==> src/rtl/crc_pkg.sv <==
package crc_pkg;

  localparam logic [2:0] RQ_READ    = 3'd0;
  localparam logic [2:0] RQ_IFETCH  = 3'd1;
  localparam logic [2:0] RQ_WRITE   = 3'd2;
  localparam logic [2:0] RQ_UPGRADE = 3'd3;
  localparam logic [2:0] RQ_WRBACK  = 3'd4;

  typedef enum logic [2:0] {
    EV_READ        = 3'd0,
    EV_IFETCH      = 3'd1,
    EV_WRITE       = 3'd2,
    EV_UPGRADE     = 3'd3,
    EV_WRBACK      = 3'd4,
    EV_WRBACK_OLD  = 3'd5,
    EV_EVICT_DIRTY = 3'd6,
    EV_EVICT_CLEAN = 3'd7
  } ev_e;

  typedef struct packed {
    logic bad;
    logic victim;
    ev_e  code;
  } cls_t;

  function automatic logic kind_known(input logic [2:0] t);
    return t <= RQ_WRBACK;
  endfunction

  // Event selection: bad kind first, then full-set eviction, then per-kind rules.
  function automatic cls_t classify(input logic [2:0] t, input logic sharer,
                                    input logic hit, input logic free,
                                    input logic vdirty);
    cls_t r;
    r.bad    = 1'b0;
    r.victim = 1'b0;
    r.code   = EV_READ;
    if (!kind_known(t)) begin
      r.bad = 1'b1;
    end else if (!hit && !free) begin
      r.victim = 1'b1;
      r.code   = vdirty ? EV_EVICT_DIRTY : EV_EVICT_CLEAN;
    end else begin
      case (t)
        RQ_READ:    r.code = EV_READ;
        RQ_IFETCH:  r.code = EV_IFETCH;
        RQ_WRITE:   r.code = EV_WRITE;
        RQ_UPGRADE: r.code = sharer ? EV_UPGRADE : EV_WRITE;
        RQ_WRBACK:  r.code = sharer ? EV_WRBACK : EV_WRBACK_OLD;
        default:    r.code = EV_READ;
      endcase
    end
    return r;
  endfunction

endpackage

==> src/rtl/crc_req_stage.sv <==
module crc_req_stage #(
  parameter int NUM_REQ = 8,
  parameter int ID_W    = 3
) (
  input  logic               clk,
  input  logic               rst,
  input  logic               in_valid,
  input  logic [2:0]         in_type,
  input  logic [ID_W-1:0]    in_id,
  input  logic [NUM_REQ-1:0] in_mask,
  input  logic               in_hit,
  input  logic               in_free,
  input  logic               in_vdirty,
  output logic               q_valid,
  output logic [2:0]         q_type,
  output logic [ID_W-1:0]    q_id,
  output logic [NUM_REQ-1:0] q_mask,
  output logic               q_hit,
  output logic               q_free,
  output logic               q_vdirty
);

  always_ff @(posedge clk) begin
    if (rst) begin
      q_valid  <= 1'b0;
      q_type   <= '0;
      q_id     <= '0;
      q_mask   <= '0;
      q_hit    <= 1'b0;
      q_free   <= 1'b0;
      q_vdirty <= 1'b0;
    end else begin
      q_valid <= in_valid;
      if (in_valid) begin
        q_type   <= in_type;
        q_id     <= in_id;
        q_mask   <= in_mask;
        q_hit    <= in_hit;
        q_free   <= in_free;
        q_vdirty <= in_vdirty;
      end
    end
  end

endmodule

==> src/rtl/crc_sharer_match.sv <==
module crc_sharer_match #(
  parameter int NUM_REQ = 8,
  parameter int ID_W    = 3
) (
  input  logic [ID_W-1:0]    id,
  input  logic [NUM_REQ-1:0] mask,
  output logic               is_sharer
);

  logic [NUM_REQ-1:0] sel_vec;

  // One comparator per cache ID. IDs at or above NUM_REQ match no bit.
  for (genvar i = 0; i < NUM_REQ; i++) begin : g_slot
    assign sel_vec[i] = mask[i] && (id == ID_W'(i));
  end

  assign is_sharer = |sel_vec;

endmodule

==> src/rtl/crc_event_decode.sv <==
module crc_event_decode
  import crc_pkg::*;
(
  input  logic       q_valid,
  input  logic [2:0] q_type,
  input  logic       sharer,
  input  logic       hit,
  input  logic       free,
  input  logic       vdirty,
  output logic       evt_valid,
  output logic [2:0] evt_code,
  output logic       evt_victim,
  output logic       bad_kind
);

  cls_t cls;

  always_comb begin
    cls        = classify(q_type, sharer, hit, free, vdirty);
    evt_valid  = q_valid && !cls.bad;
    evt_code   = evt_valid ? cls.code : 3'd0;
    evt_victim = evt_valid && cls.victim;
    bad_kind   = q_valid && cls.bad;
  end

endmodule

==> src/rtl/coh_req_classifier.sv <==
module coh_req_classifier
  import crc_pkg::*;
#(
  parameter int NUM_REQ = 8,
  localparam int ID_W   = (NUM_REQ > 1) ? $clog2(NUM_REQ) : 1
) (
  input  logic               clk,
  input  logic               rst,
  input  logic               req_valid,
  input  logic [2:0]         req_type,
  input  logic [ID_W-1:0]    req_id,
  input  logic               line_hit,
  input  logic [NUM_REQ-1:0] sharer_mask,
  input  logic               way_free,
  input  logic               victim_dirty,
  output logic               evt_valid,
  output logic [2:0]         evt_code,
  output logic               evt_victim,
  output logic               req_err
);

  logic               q_valid;
  logic [2:0]         q_type;
  logic [ID_W-1:0]    q_id;
  logic [NUM_REQ-1:0] q_mask;
  logic               q_hit;
  logic               q_free;
  logic               q_vdirty;
  logic               sharer_hit;

  crc_req_stage #(.NUM_REQ(NUM_REQ), .ID_W(ID_W)) u_stage (
    .clk      (clk),
    .rst      (rst),
    .in_valid (req_valid),
    .in_type  (req_type),
    .in_id    (req_id),
    .in_mask  (sharer_mask),
    .in_hit   (line_hit),
    .in_free  (way_free),
    .in_vdirty(victim_dirty),
    .q_valid  (q_valid),
    .q_type   (q_type),
    .q_id     (q_id),
    .q_mask   (q_mask),
    .q_hit    (q_hit),
    .q_free   (q_free),
    .q_vdirty (q_vdirty)
  );

  crc_sharer_match #(.NUM_REQ(NUM_REQ), .ID_W(ID_W)) u_match (
    .id       (q_id),
    .mask     (q_mask),
    .is_sharer(sharer_hit)
  );

  crc_event_decode u_dec (
    .q_valid   (q_valid),
    .q_type    (q_type),
    .sharer    (sharer_hit),
    .hit       (q_hit),
    .free      (q_free),
    .vdirty    (q_vdirty),
    .evt_valid (evt_valid),
    .evt_code  (evt_code),
    .evt_victim(evt_victim),
    .bad_kind  (req_err)
  );

  AST_EVT_FROM_REQ: assert property (@(posedge clk) disable iff (rst)
    (evt_valid || req_err) |-> $past(req_valid)) else $error("evt without req");
  AST_IDLE_QUIET: assert property (@(posedge clk) disable iff (rst)
    !evt_valid |-> (evt_code == 3'd0 && !evt_victim)) else $error("idle outputs");
  AST_ERR_ONLY_BAD: assert property (@(posedge clk) disable iff (rst)
    req_err |-> ($past(req_type) > 3'd4 && !evt_valid)) else $error("err kind");
  AST_UPG_NEEDS_SHARER: assert property (@(posedge clk) disable iff (rst)
    (evt_valid && evt_code == EV_UPGRADE) |-> sharer_hit) else $error("upgrade");
  AST_STALE_NOT_SHARER: assert property (@(posedge clk) disable iff (rst)
    (evt_valid && evt_code == EV_WRBACK_OLD) |-> !sharer_hit) else $error("stale wb");
  AST_EVICT_NEEDS_FULL: assert property (@(posedge clk) disable iff (rst)
    evt_victim |-> $past(!line_hit && !way_free)) else $error("evict cond");
  AST_EVICT_CODE: assert property (@(posedge clk) disable iff (rst)
    evt_victim |-> (evt_code == ($past(victim_dirty) ? 3'd6 : 3'd7))) else $error("evict code");

endmodule

==> config.mk <==
export PLATFORM = sky130hd
export DESIGN_NAME = coh_req_classifier
export DESIGN_NICKNAME = d
export VERILOG_FILES = /design/src/rtl/crc_pkg.sv /design/src/rtl/crc_req_stage.sv /design/src/rtl/crc_sharer_match.sv /design/src/rtl/crc_event_decode.sv /design/src/rtl/coh_req_classifier.sv
export SDC_FILE = /design/constraint.sdc
export NUM_CORES = 1
export LEC_CHECK = 0
export BUFFER_PORTS_ARGS = -buffer_cell sky130_fd_sc_hd__buf_4
export CORE_MARGIN = 2
export CORE_UTILIZATION = 45
export DETAILED_ROUTE_END_ITERATION = 10
export PLACE_DENSITY = 0.73
export SETUP_SLACK_MARGIN = 0.15
export SYNTH_ARGS = -nofsm -noshare
export SYNTH_HDL_FRONTEND = slang
export SYNTH_SLANG_ARGS = --single-unit
==> constraint.sdc <==
create_clock -name clk -period 1.9 [get_ports clk]
set_clock_uncertainty 0.05 [all_clocks]
set_input_delay 0.19 -clock clk [delete_from_list [all_inputs] [get_ports clk]]
set_output_delay 0.19 -clock clk [all_outputs]
set_load 0.03 [all_outputs]
==> reports/qor.yml, run 1 <==
outcome: "finished with violations"
violations: "setup timing"
synth_seq_cells: 18
crit_type: "reg -> out"
synth_top_area_share_pct: 47.68
max-vdd-ir-drop_v: 0.0004799
totalPowerFinal_uw: 770.7
swShare_pct: 24.07
fin_ws_ns: -0.04063
grt_start_max_net_pins: 19
drive_above_1_share_pct: 35.00
cap_violations: 0
postCtsSetupBuffers: 0
vias_per_cell: 5.086
min_path_type: "in -> reg"
yosysWarnings: 0
combPwrFrac_pct: 16.5
endpoint_kind: "primary output"
cts-htree-levels: 1
synth_nets: 95
synth_cell_type_count: 15
seqPwrFrac_pct: 53.8
cts_buffer_depth: 2
floorplan.die.width_um: 44.98
overflow: 0
cts_buffers: 3
synth.area.top_cells: "dfxtp_1 48%, mux2i_1 24%, nor2_1 11%"
dieArea_mm2: 0.002023
clk_transition_reported_paths_ns: 0.10
antenna_found_initial: 0
p_sw_uw: 185.5
clkLatencyLatePin_ns: 0.29
clockRootBuffer: "clkbuf_4"
fin_util_pct: 63.88
arrival_ns: 1.70
p_leak_nw: 0.4780
reg2reg_slack_ns: 1.20
drt_wl_total_um: 1319
cp_max_fo: 3
grt_pass1_wl_um: 2187
multi_input_area_um2: 365.4
cp.required_ns: 1.66
tightest_slew_ns: 0.2856
power_density_mw_per_mm2: 782.7
start_util_pct: 49.03
gr-usage-all-layers_pct: 15.05
syn_area_um2: 755.7
synth_largest_area_cell: "dfxtp_1"
start_kind: "register"
num_antenna_cells: 0
vias: 590
power_frac_clock_pct: 29.7
fill_cells: 137
seqCellArea_um2: 364.1
timing.final.max_slew_violations: 0
cts.sinks: 18
max_slew_margin_pct: 80.96
wl_per_cell_um: 11.37
syn_to_final_growth_pct: 30.30
layout.nets: 121
fin_crit_sh_pct: 102.1
ios: 26
hold_viol: 0
cts_tree: "built"
rsz0062_at_grt: "yes"
min_period_ns: 1.941
max_freq_mhz: 515.3
seq_area_frac_synth_pct: 47.68
fp.dieH_um: 44.98
syn_area_per_cell_um2: 10.08
syn_inst: 75
drc_errors: 0
ant_nets: 0
first_global_vias: 541
totalNegativeSetupSlack_ns: -0.04063
rows: 14
p_int_uw: 585.1
port_buffers: 25
routabilityCongestion: 0.7325
drt_iter0_drc: 11
first_pass_iters: 4
setup_viol: 1
core_area_mm2: 0.001541
worst paths after layout:
check             depth (start not counted)        startpoint                 to
setup / recovery                          5   u_stage.q_id[1]        evt_code[0]
hold / removal                            3    sharer_mask[2]  u_stage.q_mask[2]
setup reg to reg                          2   u_stage.q_id[1]    u_stage.q_id[1]
hold reg to reg                           2  u_stage.q_vdirty   u_stage.q_vdirty
layer usage:
layer  track usage (%)  share of wire, %  vias to the layer above
met5                 0                 0                        -
met4             8.824              0.45                        0
met3             2.400               6.4                        2
met2             26.00                48                       19
met1             17.34                45                      266
li1                  -                 -                      303
cell usage in the layout (no fill, tap or decap), types with 2 or more instances in the layout:
cell type,n
buf_4,24
nor2_1,22
mux2i_1,18
dfxtp_1,17
clkbuf_4,3
inv_1,2
mux4_2,2
nor2_2,2
nor2b_1,2
worst max-delay path, cell delays in order (launching register included):
cell and delay, ns:
dfxtp_4 0.38, mux4_2 0.49, mux2i_1 0.19, a211oi_1 0.11, nor2_2 0.12, buf_6 0.13
state kept, by name, summed over array words and instances, names as in the netlist:
| signal | cells |
|---|---|
| u_stage.q_type | 3 |
| u_stage.q_mask | 8 |
| u_stage.q_valid | 1 |
| u_stage.q_vdirty | 1 |
| u_stage.q_free | 1 |
| u_stage.q_hit | 1 |
| u_stage.q_id | 3 |
cell usage after synthesis:
cell      number
a211oi_1       1
nor2b_1        2
inv_1          2
mux4_1         2
nor3_1         1
nand2_1        1
o21ai_0        1
clkbuf_1       1
mux2i_1       18
buf_2          2
nor2_1        23
dfxtp_1       18
buf_1          1
a221o_2        1
nor2_2         1
metrics by stage:
stage / hold WS [ns] / cell area, µm² / std cells / setup WS, ns
CTS: 0.07317 / 982.2 / 116 / -0.07532
global placement: 0.3744 / 948.4 / 112 / 0.2004
global route: 0.07587 / 984.7 / 116 / -0.1159
finish: 0.07847 / 984.7 / 116 / -0.04063
floorplan: 0.2868 / 758.2 / 75 / 0.2031
detailed placement: 0.3799 / 948.4 / 112 / 0.1661
cells by family (layout without fill, tap and decap cells):
group / Yosys count / after routing / share of synthesized area, %
buffers and inverters: 6 / 31 / 3.311
DFF: 18 / 18 / 47.68
AOI/OAI and AO/OA: 3 / 3 / 3.145
and+or+nand+nor: 28 / 28 / 15.07
muxes: 20 / 20 / 30.79
power groups by stage:
stage                     combinational [mW]  clock [mW]  sequential [mW]
after floorplan                       0.0808           0            0.419
after global placement                 0.125           0            0.422
after detailed placement               0.127           0            0.423
after CTS                              0.129       0.237            0.416
after global routing                   0.140       0.251            0.418
final                                  0.127       0.229            0.415
area by class of cell:
cell class	count	share of cell area [%]
Inverter	2	0.7624
Timing Repair Buffer	25	19.44
Clock buffer	4	3.685
Sequential cell	18	36.98
Tap cell	16	2.033
Multi-Input combinational cell	51	37.10
repair_timing:
item,4_1_cts,5_1_grt
hold buffers,0,0
pin swaps,1,0
gates resized for setup,4,1
setup endpoints to repair,1,1
No activity file was read; power rests on OpenSTA's default activity.
==> run 2: changes to the inputs <==
- CELL_PAD_IN_SITES_DETAIL_PLACEMENT: unset -> 1
- CELL_PAD_IN_SITES_GLOBAL_PLACEMENT: unset -> 1
- CORE_UTILIZATION: 45 -> 37
- CTS_BUF_LIST: unset -> sky130_fd_sc_hd__clkbuf_8
- PLACE_DENSITY: 0.73 -> unset
- PLACE_DENSITY_LB_ADDON: unset -> 0.1
==> run 2 against run 1 <==
Net effect:
- the flow still finishes with violations (setup timing)
- first-iteration DRC count is 45% lower
- sequential share of layout area is 1.3 points lower
- clock power increased by 11%
- critical endpoint unchanged
- largest power group unchanged
==> reports/qor.yml, run 2 (synthesized netlist as in run 1, its figures left out) <==
outcome: "finished with violations"
violations: "setup timing"
drt_wl_total_um: 1567  # +19%
holdBufCountCts: 0  # unchanged
clk_transition_reported_paths_ns: 0.06  # -0.04 ns
seqPwrFrac_pct: 51.7  # -2.1 points
drive_above_1_share_pct: 37.00  # +2.0 points
fin_ws_ns: -0.01397  # +0.02667 ns
r2r-start: "u_stage.q_id[1]"
cts-htree-levels: 1  # unchanged
combPwrFrac_pct: 16.8  # +0.3 points
antenna_found_initial: 0  # unchanged
crit_chain: "mux4_2 -> mux2i_2 -> a221o_2 -> nor2_2 -> buf_6"
rows: 16  # +2
start_util_pct: 38.92  # -10 points
routabilityCongestion: 0.6430  # -12%
vias: 606  # +2.7%
totalNegativeSetupSlack_ns: -0.01397  # +0.02667 ns
overflow: 0  # unchanged
tightest_slew_ns: 0.2817  # -0.003867 ns
totalPowerFinal_uw: 805.6  # +4.5%
post-dp-hpwl_um: 1140
max_freq_mhz: 522.5  # +1.4%
endpoint_kind: "primary output"
start_kind: "register"
cts_tree: "built"
first_global_vias: 603  # +11%
floorplan.die.width_um: 49.20  # +9.4%
power_frac_clock_pct: 31.6  # +1.9 points
whs_ns: 0.1270  # +0.04850 ns
p_sw_uw: 192.6  # +3.8%
setup_viol: 1  # unchanged
hold_viol: 0  # unchanged
fin_crit_sh_pct: 100.7  # -1.4 points
min_path_type: "in -> reg"
gr-usage-all-layers_pct: 14.16  # -0.89 points
grt_pass1_wl_um: 2622  # +20%
fin_util_pct: 52.51  # -11 points
seqCellArea_um2: 364.1  # unchanged
reg2reg_slack_ns: 1.08  # -0.12 ns
p_leak_nw: 0.4844  # +1.3%
final_common_cell: "buf_4"
hold_end: "u_stage.q_mask[2]"
dieArea_mm2: 0.002420  # +20%
ant_nets: 0  # unchanged
cp.depth: 5  # unchanged
port_buffers: 25  # unchanged
slowest_stage: "mux4_2"
largest_reg_flops: 8  # unchanged
arrival_ns: 1.67  # -0.03 ns
first_pass_iters: 4  # unchanged
clkLatencyLatePin_ns: 0.24  # -0.05 ns
stdcell_count: 127  # +9.5%
num_antenna_cells: 0  # unchanged
layout.nets: 122  # +0.83%
reg2regPathDepth: 3  # +1
cts.sinks: 18  # unchanged
vias_per_cell: 4.772  # -6.2%
ios: 26  # unchanged
core_area_mm2: 0.001942  # +26%
min_period_ns: 1.914  # -0.02667 ns
cap_violations: 0  # unchanged
timing.final.max_slew_violations: 0  # unchanged
power_density_mw_per_mm2: 790.0  # +0.94%
drc_errors: 0  # unchanged
fill_cells: 237  # +73%
p_int_uw: 613.0  # +4.8%
largest-register: "u_stage.q_mask"
layout_common_cells: "25 x buf_4, 22 x nor2_1, 17 x mux2i_1, 17 x dfxtp_1, 3 x clkbuf_8"
syn_to_final_growth_pct: 34.93
place_inst: 123  # +9.8%
drt_iter0_drc: 6  # -5
max_slew_margin_pct: 81.22  # +0.26 points
multi_input_area_um2: 374.1  # +2.4%
swShare_pct: 23.91  # -0.16 points
path_delay_family: "multiplexers"
crit_type: "reg -> out"
clockRootBuffer: "clkbuf_8"
hold_path.startpoint: "sharer_mask[2]"
cts_buffers: 3  # unchanged
fp.dieH_um: 49.20  # +9.4%
grt_start_max_net_pins: 19  # unchanged
cts_buffer_depth: 2  # unchanged
max-vdd-ir-drop_v: 0.0004931  # +2.7%
path_buf_inv: 1  # unchanged
reg.largest.list: "u_stage.q_mask: 8 flops, u_stage.q_id: 3 flops, u_stage.q_type: 3 flops"
cp.required_ns: 1.66  # about the same
rsz0062_at_grt: "yes"
crit_path_max_incr_delay_ns: 0.50  # about the same
wl_per_cell_um: 12.34  # +8.5%
hold-path-cell-count: 3  # unchanged
cp_max_fo: 3  # unchanged
reg2reg_to: "u_stage.q_id[1]"
-- run 2: how the worst max path moves through the flow --
stage	start	to	slack [ns]
after global placement	u_stage.q_id[1]	evt_code[0]	0.18
after CTS	u_stage.q_id[1]	evt_code[0]	-0.03
after detailed placement	u_stage.q_id[1]	evt_code[0]	0.13
after global routing	u_stage.q_id[1]	evt_code[0]	-0.08
final	u_stage.q_id[1]	evt_code[0]	-0.01
after floorplan	u_stage.q_id[1]	evt_code[0]	0.20
-- run 2: worst register-to-register path, cell delays in order (launching register included) --
cell and delay [ns]:
dfxtp_4 0.36, buf_4 0.13, mux2i_1 0.11, nor2_1 0.06
-- run 2: per-stage QoR --
step / setup WS (ns) / cell area, µm²
floorplan: 0.2031 / 758.2
global placement: 0.1838 / 962.2
detailed placement: 0.1305 / 962.2
CTS: -0.02579 / 1017
global route: -0.07883 / 1020
finish: -0.01397 / 1020
-- run 2: layer usage --
metal	GRT usage [%]	wire [µm]
met1	16.02	656
met2	24.55	812
met3	3.374	85
met4	7.143	13
met5	0	0
-- run 2: power groups by stage --
stage / registers, mW / logic, mW / clock network [mW]
global placement: 0.423 / 0.126 / 0
finish: 0.416 / 0.135 / 0.254
detailed placement: 0.424 / 0.130 / 0
global route: 0.419 / 0.148 / 0.281
CTS: 0.417 / 0.137 / 0.269
floorplan: 0.419 / 0.0808 / 0
-- run 2: layout make-up --
class	count	share of cell area [%]
timing repair buffer	26	19.51
sequential	18	35.71
multi-input combinational	51	36.69
inverter	2	0.7362
clock buffer	3	4.049
tap	27	3.313
-- run 2: repair_timing --
| item | 4_1_cts | 5_1_grt |
|---|---|---|
| buffers inserted | 1 | 0 |
| pin swaps | 3 | 0 |
| resized for setup | 6 | 1 |
| hold endpoints to repair | 0 | 0 |
| endpoints found under the setup margin | 1 | 1 |
==> run 3: changes to the inputs <==
- CORE_ASPECT_RATIO: unset -> 1.5
- CORE_UTILIZATION: 37 -> 35
- CTS_BUF_LIST: sky130_fd_sc_hd__clkbuf_8 -> unset
==> run 3 against run 2 <==
Net effect:
- the run still ends with setup timing left
- clock power is 28% lower
- wire length is 2.1% higher
- sequential share of layout area is 0.49 points higher
- die area is 5.6% higher
- core utilization is 2.9 points lower
- final cell count is 3.1% lower
- flip-flop and latch count stayed put
- critical path depth stayed put
- via count is 0.83% higher
- critical endpoint unchanged
- largest cell class unchanged
- highest routed layer unchanged
==> reports/qor.yml, run 3 (synthesized netlist as in run 1, its figures left out) <==
outcome: "finished with violations"
violations: "setup timing"
final_common_cell: "buf_4"
largest_reg_flops: 8  # unchanged
min_path_type: "in -> reg"
ant_nets: 0  # unchanged
fin_ws_ns: -0.07142  # -0.05745 ns
num_antenna_cells: 0  # unchanged
cts_buffers: 3  # unchanged
hold_viol: 0  # unchanged
drc_errors: 0  # unchanged
timing.final.max_slew_violations: 0  # unchanged
holdBufCountCts: 0  # unchanged
wl_per_cell_um: 13.01  # +5.4%
crit_type: "reg -> out"
vias_per_cell: 4.967  # +4.1%
ios: 26  # unchanged
gr-usage-all-layers_pct: 13.58  # -0.58 points
fin_util_pct: 49.63  # -2.9 points
cts_tree: "built"
cts_buffer_depth: 2  # unchanged
post-dp-hpwl_um: 1161  # +1.8%
clockRootBuffer: "clkbuf_4"
first_pass_iters: 4  # unchanged
antenna_found_initial: 0  # unchanged
dp_slack_ns: 0.1565  # +0.02597 ns
drive_above_1_share_pct: 38.61  # +1.6 points
setup_viol: 1  # unchanged
fp.dieH_um: 60.91  # +24%
layout.nets: 123  # +0.82%
start_util_pct: 37.28  # -1.6 points
crit_chain: "mux4_2 -> mux2i_2 -> a221o_2 -> nor2_2 -> buf_6"
arrival_ns: 1.73  # +0.06 ns
reg2reg_slack_ns: 1.18  # +0.10 ns
drt_wl_total_um: 1600  # +2.1%
max-vdd-ir-drop_v: 0.0004406  # -11%
fin_crit_sh_pct: 103.8  # +3.0 points
rows: 20  # +4
cts-htree-levels: 1  # unchanged
power_density_mw_per_mm2: 733.5  # -7.2%
grt_start_max_net_pins: 19  # unchanged
floorplan.die.width_um: 41.94  # -15%
overflow: 0  # unchanged
slowest_stage: "mux4_2"
largest-register: "u_stage.q_mask"
start_kind: "register"
cp_max_fo: 3  # unchanged
p_leak_nw: 0.4807  # -0.78%
min_period_ns: 1.971  # +0.05745 ns
max_freq_mhz: 507.3  # -2.9%
reg.largest.list: "u_stage.q_mask: 8 flops, u_stage.q_id: 3 flops, u_stage.q_type: 3 flops"
layout_common_cells: "26 x buf_4, 22 x nor2_1, 17 x mux2i_1, 17 x dfxtp_1, 3 x clkbuf_4"
cap_violations: 0  # unchanged
routabilityCongestion: 0.7322  # +14%
clkLatencyLatePin_ns: 0.29  # +0.05 ns
whs_ns: 0.07205  # -0.05492 ns
endpoint_kind: "primary output"
vias: 611  # +0.83%
cp.required_ns: 1.66  # about the same
cts.sinks: 18  # unchanged
crit_path_max_incr_delay_ns: 0.50  # about the same
port_buffers: 25  # unchanged
rsz0062_at_grt: "yes"
drt_iter0_drc: 5  # -1
clk_transition_reported_paths_ns: 0.10  # +0.04 ns
grt_pass1_wl_um: 2573  # -1.9%
core_area_mm2: 0.002027  # +4.4%
max_slew_margin_pct: 80.76  # -0.46 points
first_global_vias: 586  # -2.8%
syn_to_final_growth_pct: 33.11
tightest_slew_ns: 0.2885  # +0.006832 ns
dieArea_mm2: 0.002555  # +5.6%
run 3: cell types whose count changed in the layout (fill, tap and decap cells not counted):
cell / previous run / this run
buf_4: 25 / 26
clkbuf_4: 0 / 3
clkbuf_8: 3 / 0
o21ai_0: 1 / 0
o21ai_2: 0 / 1
run 3: power by group:
part / switching (mW) / leakage, nW / internal, mW
sequential: 0.0182 / 0.149 / 0.399
clock: 0.110 / 0.0138 / 0.0738
combinational: 0.0620 / 0.317 / 0.0745
total: 0.190 / 0.481 / 0.548
run 3: worst paths after layout:
path | start | to | cells after the start
setup / recovery | u_stage.q_id[1] | evt_code[0] | 5
hold / removal | sharer_mask[1] | u_stage.q_mask[1] | 3
setup reg to reg | u_stage.q_id[1] | u_stage.q_id[1] | 2
hold reg to reg | u_stage.q_vdirty | u_stage.q_vdirty | 2
run 3: per-stage QoR:
| stage | setup TNS, ns | std cells | area (µm²) | power (mW) |
|---|---|---|---|---|
| final | -0.07142 | 123 | 1006 | 0.7379 |
| after global routing | -0.1592 | 123 | 1006 | 0.7816 |
| after CTS | -0.08541 | 121 | 984.7 | 0.7412 |
| after detailed placement | 0 | 118 | 955.9 | 0.5535 |
| after global placement | 0 | 118 | 955.9 | 0.5490 |
| after floorplan | 0 | 75 | 758.2 | 0.4995 |
run 3: critical path: cells and delay by family, from the launching register on:
family | cells | cell delay (ns)
flip-flops | 1 | 0.38
AO/OA/AOI/OAI | 1 | 0.18
multiplexers | 2 | 0.70
buffers and inverters | 1 | 0.13
AND/OR/NAND/NOR | 1 | 0.04
run 3: area by class of cell:
| type | count | area [µm²] |
|---|---|---|
| multi-input cells | 51 | 377.9 |
| well taps | 22 | 27.53 |
| clock buffers | 3 | 22.52 |
| flip-flops and latches | 18 | 364.1 |
| repair buffers | 27 | 206.4 |
| fillers | 244 | 1021 |
| inverters | 2 | 7.507 |
run 3: timing repair:
action | CTS | global route
buffers inserted | 0 | 2
pin swaps | 3 | 1
cloned | 0 | 0
gates resized for setup | 6 | 3
endpoints found under the setup margin | 1 | 2
run 3: routing by layer:
| metal | part of all wire [%] | global-route usage (%) |
|---|---|---|
| met4 | 2.1 | 8.295 |
| met2 | 56 | 25.45 |
| met5 | 0 | 0 |
| met3 | 4.6 | 2.083 |
| met1 | 38 | 14.26 |
